`config.mk`:
```
export PLATFORM = sky130hd
export DESIGN_NAME = sdram_burst_colgen
export DESIGN_NICKNAME = d
export VERILOG_FILES = /design/src/rtl/sdram_burst_colgen.sv
export SDC_FILE = /design/constraint.sdc
export NUM_CORES = 1
export LEC_CHECK = 0
export ABC_AREA = 1
export BUFFER_PORTS_ARGS = -buffer_cell sky130_fd_sc_hd__buf_2
export CORE_ASPECT_RATIO = 0.75
export CORE_MARGIN = 8
export CORE_UTILIZATION = 48
export DETAILED_ROUTE_END_ITERATION = 10
export PLACE_DENSITY = 0.71
export SLEW_MARGIN = 20
export SYNTH_ARGS = -nofsm -noshare
export SYNTH_HDL_FRONTEND = slang
export SYNTH_SLANG_ARGS = --single-unit
```
`constraint.sdc`:
```
create_clock -name clk -period 3.3 [get_ports clk]
set_input_delay 0.825 -clock clk [delete_from_list [all_inputs] [get_ports clk]]
set_output_delay 0.825 -clock clk [all_outputs]
set_load 0.03 [all_outputs]
```
`src/rtl/sdram_burst_colgen.sv`:
```
module sdram_burst_colgen #(
  parameter int COL_W = 8
) (
  input  logic             clk,
  input  logic             rst_n,
  input  logic             start_i,
  input  logic [COL_W-1:0] start_col_i,
  input  logic             is_write_i,
  input  logic [2:0]       len_code_i,
  input  logic             order_ilv_i,
  input  logic             wr_single_i,
  input  logic             advance_i,
  input  logic             stop_i,
  output logic [COL_W-1:0] col_o,
  output logic             valid_o,
  output logic             last_o,
  output logic             cfg_err_o
);

  logic [COL_W-1:0] base_q, cnt_q, mask_q, mask_c, offs;
  logic             full_q, ilv_q;
  logic             code_full, code_rsvd, wr_one, full_c;

  assign code_full = &len_code_i;
  assign code_rsvd = (len_code_i[2] & ~code_full) | (code_full & order_ilv_i);
  assign wr_one    = is_write_i & wr_single_i;
  assign full_c    = code_full & ~order_ilv_i & ~wr_one;

  always_comb begin
    mask_c = '0;
    if (full_c)
      mask_c = '1;
    else if (!wr_one && !len_code_i[2])
      mask_c[2:0] = (3'b001 << len_code_i[1:0]) - 3'b001;
  end

  always_ff @(posedge clk) begin
    if (!rst_n) begin
      valid_o   <= 1'b0;
      cfg_err_o <= 1'b0;
      base_q    <= '0;
      cnt_q     <= '0;
      mask_q    <= '0;
      full_q    <= 1'b0;
      ilv_q     <= 1'b0;
    end else if (start_i) begin
      valid_o   <= 1'b1;
      cfg_err_o <= cfg_err_o | code_rsvd;
      base_q    <= start_col_i;
      cnt_q     <= '0;
      mask_q    <= mask_c;
      full_q    <= full_c;
      ilv_q     <= order_ilv_i;
    end else if (valid_o) begin
      if (stop_i || (advance_i && last_o))
        valid_o <= 1'b0;
      else if (advance_i)
        cnt_q <= cnt_q + 1'b1;
    end
  end

  assign offs   = ilv_q ? (base_q ^ cnt_q) : (base_q + cnt_q);
  assign col_o  = (base_q & ~mask_q) | (offs & mask_q);
  assign last_o = valid_o & ~full_q & (cnt_q == mask_q);

endmodule

```
* After elaboration in Yosys (flattened, before gate mapping)
Index checks and enable logic that the tools add are counted.
Storage, ports and cells: memories kept 0, RAM bits 0, bits in registers 28, output and inout port bits 11, ROM bits 0, logic and storage cells 47, input bits 19, bits in latches 0
Operators by class: reduce and logical (&&, ||, !) cells 8, divide/modulo/power cells 0, $mul 0, equal/unequal tests 1, add/subtract/negate cells 3, shift operators 1, mux-type cells 7, bitwise logic cells 20, $lt $le $gt $ge 0
Operator list (number):
- bitwise AND 8 bit | 2
- adder 8 x 1 -> 8 bit (second input constant) | 1
- adder 8 bit | 1
- equality test 8 bit | 1
- two-way mux 8 bit | 1
- NOT 8 bit | 1
- bitwise OR 8 bit | 1
- XOR 8 bit | 1
- bitwise AND 1 bit | 7
- two-way mux 3 bit | 2
- NOT 1 bit | 6
- AND reduction 3 bit | 2
- two-way mux 5 bit | 1
- two-way mux 1 bit | 3
- left shift 1 x 2 -> 3 bit (first input constant) | 1
- subtractor 3 x 1 -> 3 bit (second input constant) | 1
- logical AND 1 bit | 2
- zero test 1 bit | 2
- bitwise OR 1 bit | 2
- OR reduction 2 bit | 1
- logical OR 1 bit | 1

* Longest topological paths before layout
word-level depth 8, depth in mapped cells 10, mapped depth without buffers 10

* Least setup slack after synthesis
Ideal clock, no wire load.
path type reg2out, start point register cnt_q[0], end point output port col_o[4], required time 2475 ps, arrival time 2064 ps, stages on the path, launching flop included 9, slack 411 ps, path through dfxtp_1 ha_1 inv_1 fa_1 inv_1 nand3_1 a21oi_1 xnor2_1 o21ai_0
On the way: word-level cells in the longest chain between the ends 4
Ends and longest elaborated chain:
- from (decl) | line 20 | logic [COL_W-1:0] base_q, cnt_q, mask_q, mask_c, offs;
- from (signal assigned) | line 58 | cnt_q <= cnt_q + 1'b1;
- adder 8 bit | line 62 | assign offs = ilv_q ? (base_q ^ cnt_q) : (base_q + cnt_q);
- two-way mux 8 bit | line 62
- bitwise AND 8 bit | line 63 | assign col_o = (base_q & ~mask_q) | (offs & mask_q);
- bitwise OR 8 bit | line 63
- to (decl) | line 14 | output logic [COL_W-1:0] col_o,
Every way passes these cells.

* Worst setup path after layout
Same ends and word-level chain as after synthesis.

==> results.md <==
* Area delta synth->final at 14.9%
* Proportion of total power due to net switching at 0.316
* Number of inserted diodes at 0
* Max cap viols at 0
* Initial Utilization at 0.508
* Proportion of layout cells with a drive suffix above 1 at 0.158
* Syn Inst Count at 230
* Number of buffers created by CTS at 3
* Routed len/inst at 12.5 um
* Kind of critical path: reg2out
* Net load switching power at 191 uW
* H-tree lvl count at 1
* Leakage at 0.840 nW
* Largest area contributor in the synthesized netlist: sky130_fd_sc_hd__dfxtp_1
* Dominant combinational cell family by area after synthesis: simple AND/OR/NAND/NOR gates
* CP Data Required Time at 2470 ps
* Global-route wire length before repair at 6280 um
* # DRC at 0
* Max rail drop VDD at 0.330 mV
* Antenna violations before repair at 0
* Net count after synthesis at 258
* Post-Syn Area at 1510 um^2
* Cell variety after synth at 25
* Peak per-stage delay on the critical path at 450 ps
* Transition at the pin with the smallest max-transition slack at 457 ps
* Mux contribution to synthesized area at 0
* Global routing usage summed across all routing layers at 0.149
* DRT antenna net count at 0
* Iter 0 DRT Violations at 132
* Unrepaired setup endpoints after global routing: no
* Share of synthesized cell area in and, or, nand and nor gates at 0.332
* Slowest cell on crit path: sky130_fd_sc_hd__dfxtp_1
* Maximum clock insertion buffer count at 2
* Internal power at 414 uW
* RD Place Congestion at 0.931
* Die width at 80.9 um
* Clock insertion delay at the later pin of the skew report at 270 ps
* Core area at 2980 um^2
* Most used standard cell by instance count after synthesis: sky130_fd_sc_hd__nand2_1
* Number of setup violations in the final report at 0
* Max-slew violation count at 0
* Largest net degree at the start of global routing at 15
* Most used standard cells in the synthesized netlist: sky130_fd_sc_hd__nand2_1 (59), sky130_fd_sc_hd__inv_1 (30), sky130_fd_sc_hd__dfxtp_1 (23), sky130_fd_sc_hd__nor2_1 (23), sky130_fd_sc_hd__a21oi_1 (18)
* Site Rows at 17
* Clock slew seen by the registers of the worst setup and hold paths at 90 ps
* Total of hold buffers inserted after clock tree synthesis at 0
* DRT Wirelength at 3720 um
* Master cell of the clock root buffer: sky130_fd_sc_hd__clkbuf_8
* Data arrival time of the worst path at 2180 ps
* Maximum clock rate at 333 MHz
* Sequential cell fraction of total power at 0.497
* Clock tree from TritonCTS: done
* Synthesized area divided by synthesized cell count at 6.58 um^2
* Post-layout net count at 288
* Power per cell area at 348 nW/um^2
* Tightest hold margin at 466 ps
* Cell types with the largest area share after synthesis: sky130_fd_sc_hd__dfxtp_1 (30%), sky130_fd_sc_hd__nand2_1 (15%), sky130_fd_sc_hd__inv_1 (7.4%)
* Post-DR vias/cell at 5.19
* Die outline height at 64.6 um
* Tot Pwr at 606 uW
* Critical path launch point type: register
* Result of the run: complete, no violations
* Global route overflow at 0
* Sequential cell area fraction in the yosys report at 0.304
* Full die area at 5230 um^2
* Largest fanout on the critical path at 7
* Crit-path cells: ha_1 -> inv_1 -> fa_1 -> inv_1 -> nand3_1 -> a21oi_1 -> xnor2_1 -> o21ai_0 -> buf_2
* Relative slew slack at 0.695
* Drt first pass iters at 4
* Adder-cell share of the synthesized area at 0.0793
* IO Port Bufs at 29
* Summed negative setup slack over all endpoints at 0 ps
* Vias in the first global route at 1,434
* Endpoints failing hold at 0
* Post-CTS Setup Inserts at 0
* Ratio of final minimum period to clock period at 0.910
* Synth Area in Compound Gates at 0.154
* Clock tree sinks at 23
* Post-detail-place hpwl at 2860 um
* Via count at 1,540
* Final worst clock skew at 1.39 ps
* Synth warnings at 0
* Synth Flop Type: sky130_fd_sc_hd__dfxtp_1
* Type of element capturing the critical path: output port
* Worst min-delay path class: reg2reg
* Xor/xnor share of the synthesized area at 0.0405
* Async SR Flop Fraction at 0
* Min cycle time layout at 3000 ps
* Share of total power in combinational logic at 0.193
* Power share of the clock group at 0.310
* EDFF count, synth at 0
* Area share of the largest cell type after synthesis at 0.304
* Synthesized flop and latch total at 23
* Post-CTS Resized at 0
* Boundary Pins at 30
* Most common cell type on the critical path: sky130_fd_sc_hd__inv_1
## state kept, by name, summed over array words and instances, names as in the netlist
register   flops
base_q         8
mask_q         4
cnt_q          8
ilv_q          1
valid_o        1
cfg_err_o      1
## kinds of logic after synthesis
logic type | Yosys count
and+or+nand+nor | 112
AOI/OAI and AO/OA | 43
buffers and inverters | 36
DFF | 23
adders and majority gates | 9
xor gates and xnor gates | 7
## cell type report
cell class	count	area, um^2
clock inverters	1	7.51
fillers	300	1240
repair buffers	29	145
multi-input cells	171	917
clock buffers	3	41.3
inverters	32	120
flip-flops and latches	23	460
well taps	38	47.5
## power groups by stage
stage                     clock network (mW)  registers [mW]  logic [mW]
after global placement                     0           0.308       0.117
after CTS                              0.191           0.301       0.118
after detailed placement                   0           0.308       0.117
final                                  0.187           0.301       0.117
after floorplan                            0           0.308      0.0798
after global routing                   0.205           0.303       0.130
## worst paths after layout
check / startpoint / end / slack [ps] / depth (start not counted)
worst max register to register: cnt_q[1]$_SDFFE_PP0P_ / cnt_q[6]$_SDFFE_PP0P_ / 1850 / 7
worst min-delay path: cfg_err_o$_SDFFE_PN0P_ / cfg_err_o$_SDFFE_PN0P_ / 470 / 2
worst max-delay path: cnt_q[0]$_SDFFE_PP0P_ / col_o[4] / 300 / 9
worst min register to register: cfg_err_o$_SDFFE_PN0P_ / cfg_err_o$_SDFFE_PN0P_ / 470 / 2
## placed cells by master, fill, tap and decap left out
master                       Yosys  routed
sky130_fd_sc_hd__o21bai_1        1       1
sky130_fd_sc_hd__nor2_2          4       4
sky130_fd_sc_hd__nor3_1          1       1
sky130_fd_sc_hd__fa_1            1       1
sky130_fd_sc_hd__a211oi_1        1       1
sky130_fd_sc_hd__xor2_1          3       3
sky130_fd_sc_hd__nand3_4         2       2
sky130_fd_sc_hd__buf_2           1      29
sky130_fd_sc_hd__nor2_1         23      23
sky130_fd_sc_hd__a21oi_1        18      18
sky130_fd_sc_hd__o21ai_0        17      17
sky130_fd_sc_hd__ha_1            8       8
sky130_fd_sc_hd__a31oi_1         1       1
sky130_fd_sc_hd__o21ai_1         1       1
sky130_fd_sc_hd__nand4_1        10      10
sky130_fd_sc_hd__nand3_1        12      12
sky130_fd_sc_hd__nand3b_1        1       1
sky130_fd_sc_hd__clkinvlp_4      0       1
sky130_fd_sc_hd__clkbuf_8        0       3
sky130_fd_sc_hd__inv_1          30      30
sky130_fd_sc_hd__xnor2_1         4       4
sky130_fd_sc_hd__o221ai_1        1       1
sky130_fd_sc_hd__inv_2           2       2
sky130_fd_sc_hd__o211ai_1        3       3
sky130_fd_sc_hd__nand2_1        59      59
sky130_fd_sc_hd__dfxtp_1        23      23
## worst max-delay path: cells and delay by family (launching register included)
| kind | cells | cell delay, ps |
|---|---|---|
| buf+inv | 3 | 370 |
| simple gates | 1 | 70 |
| xor+xnor | 1 | 70 |
| compound gates | 2 | 330 |
| fa+ha+maj | 2 | 590 |
| flops | 1 | 450 |
## through the flow
stage	std cells	util	worst slack (ps)	instance area [um^2]
final	297	0.584	297	1740
after detailed placement	293	0.568	620	1690
after floorplan	230	-	411	1510
after global placement	293	0.568	673	1690
after global routing	297	0.584	96.5	1740
after CTS	297	0.584	305	1740
## routing by layer
metal  share of wire  global-route usage  wire [um]
met1            0.52               0.202       1920
met2            0.42               0.226       1560
met3           0.051              0.0372        188
met4           0.012              0.0422         43
met5               0                   0          0
(Power assumes the default switching activity.)
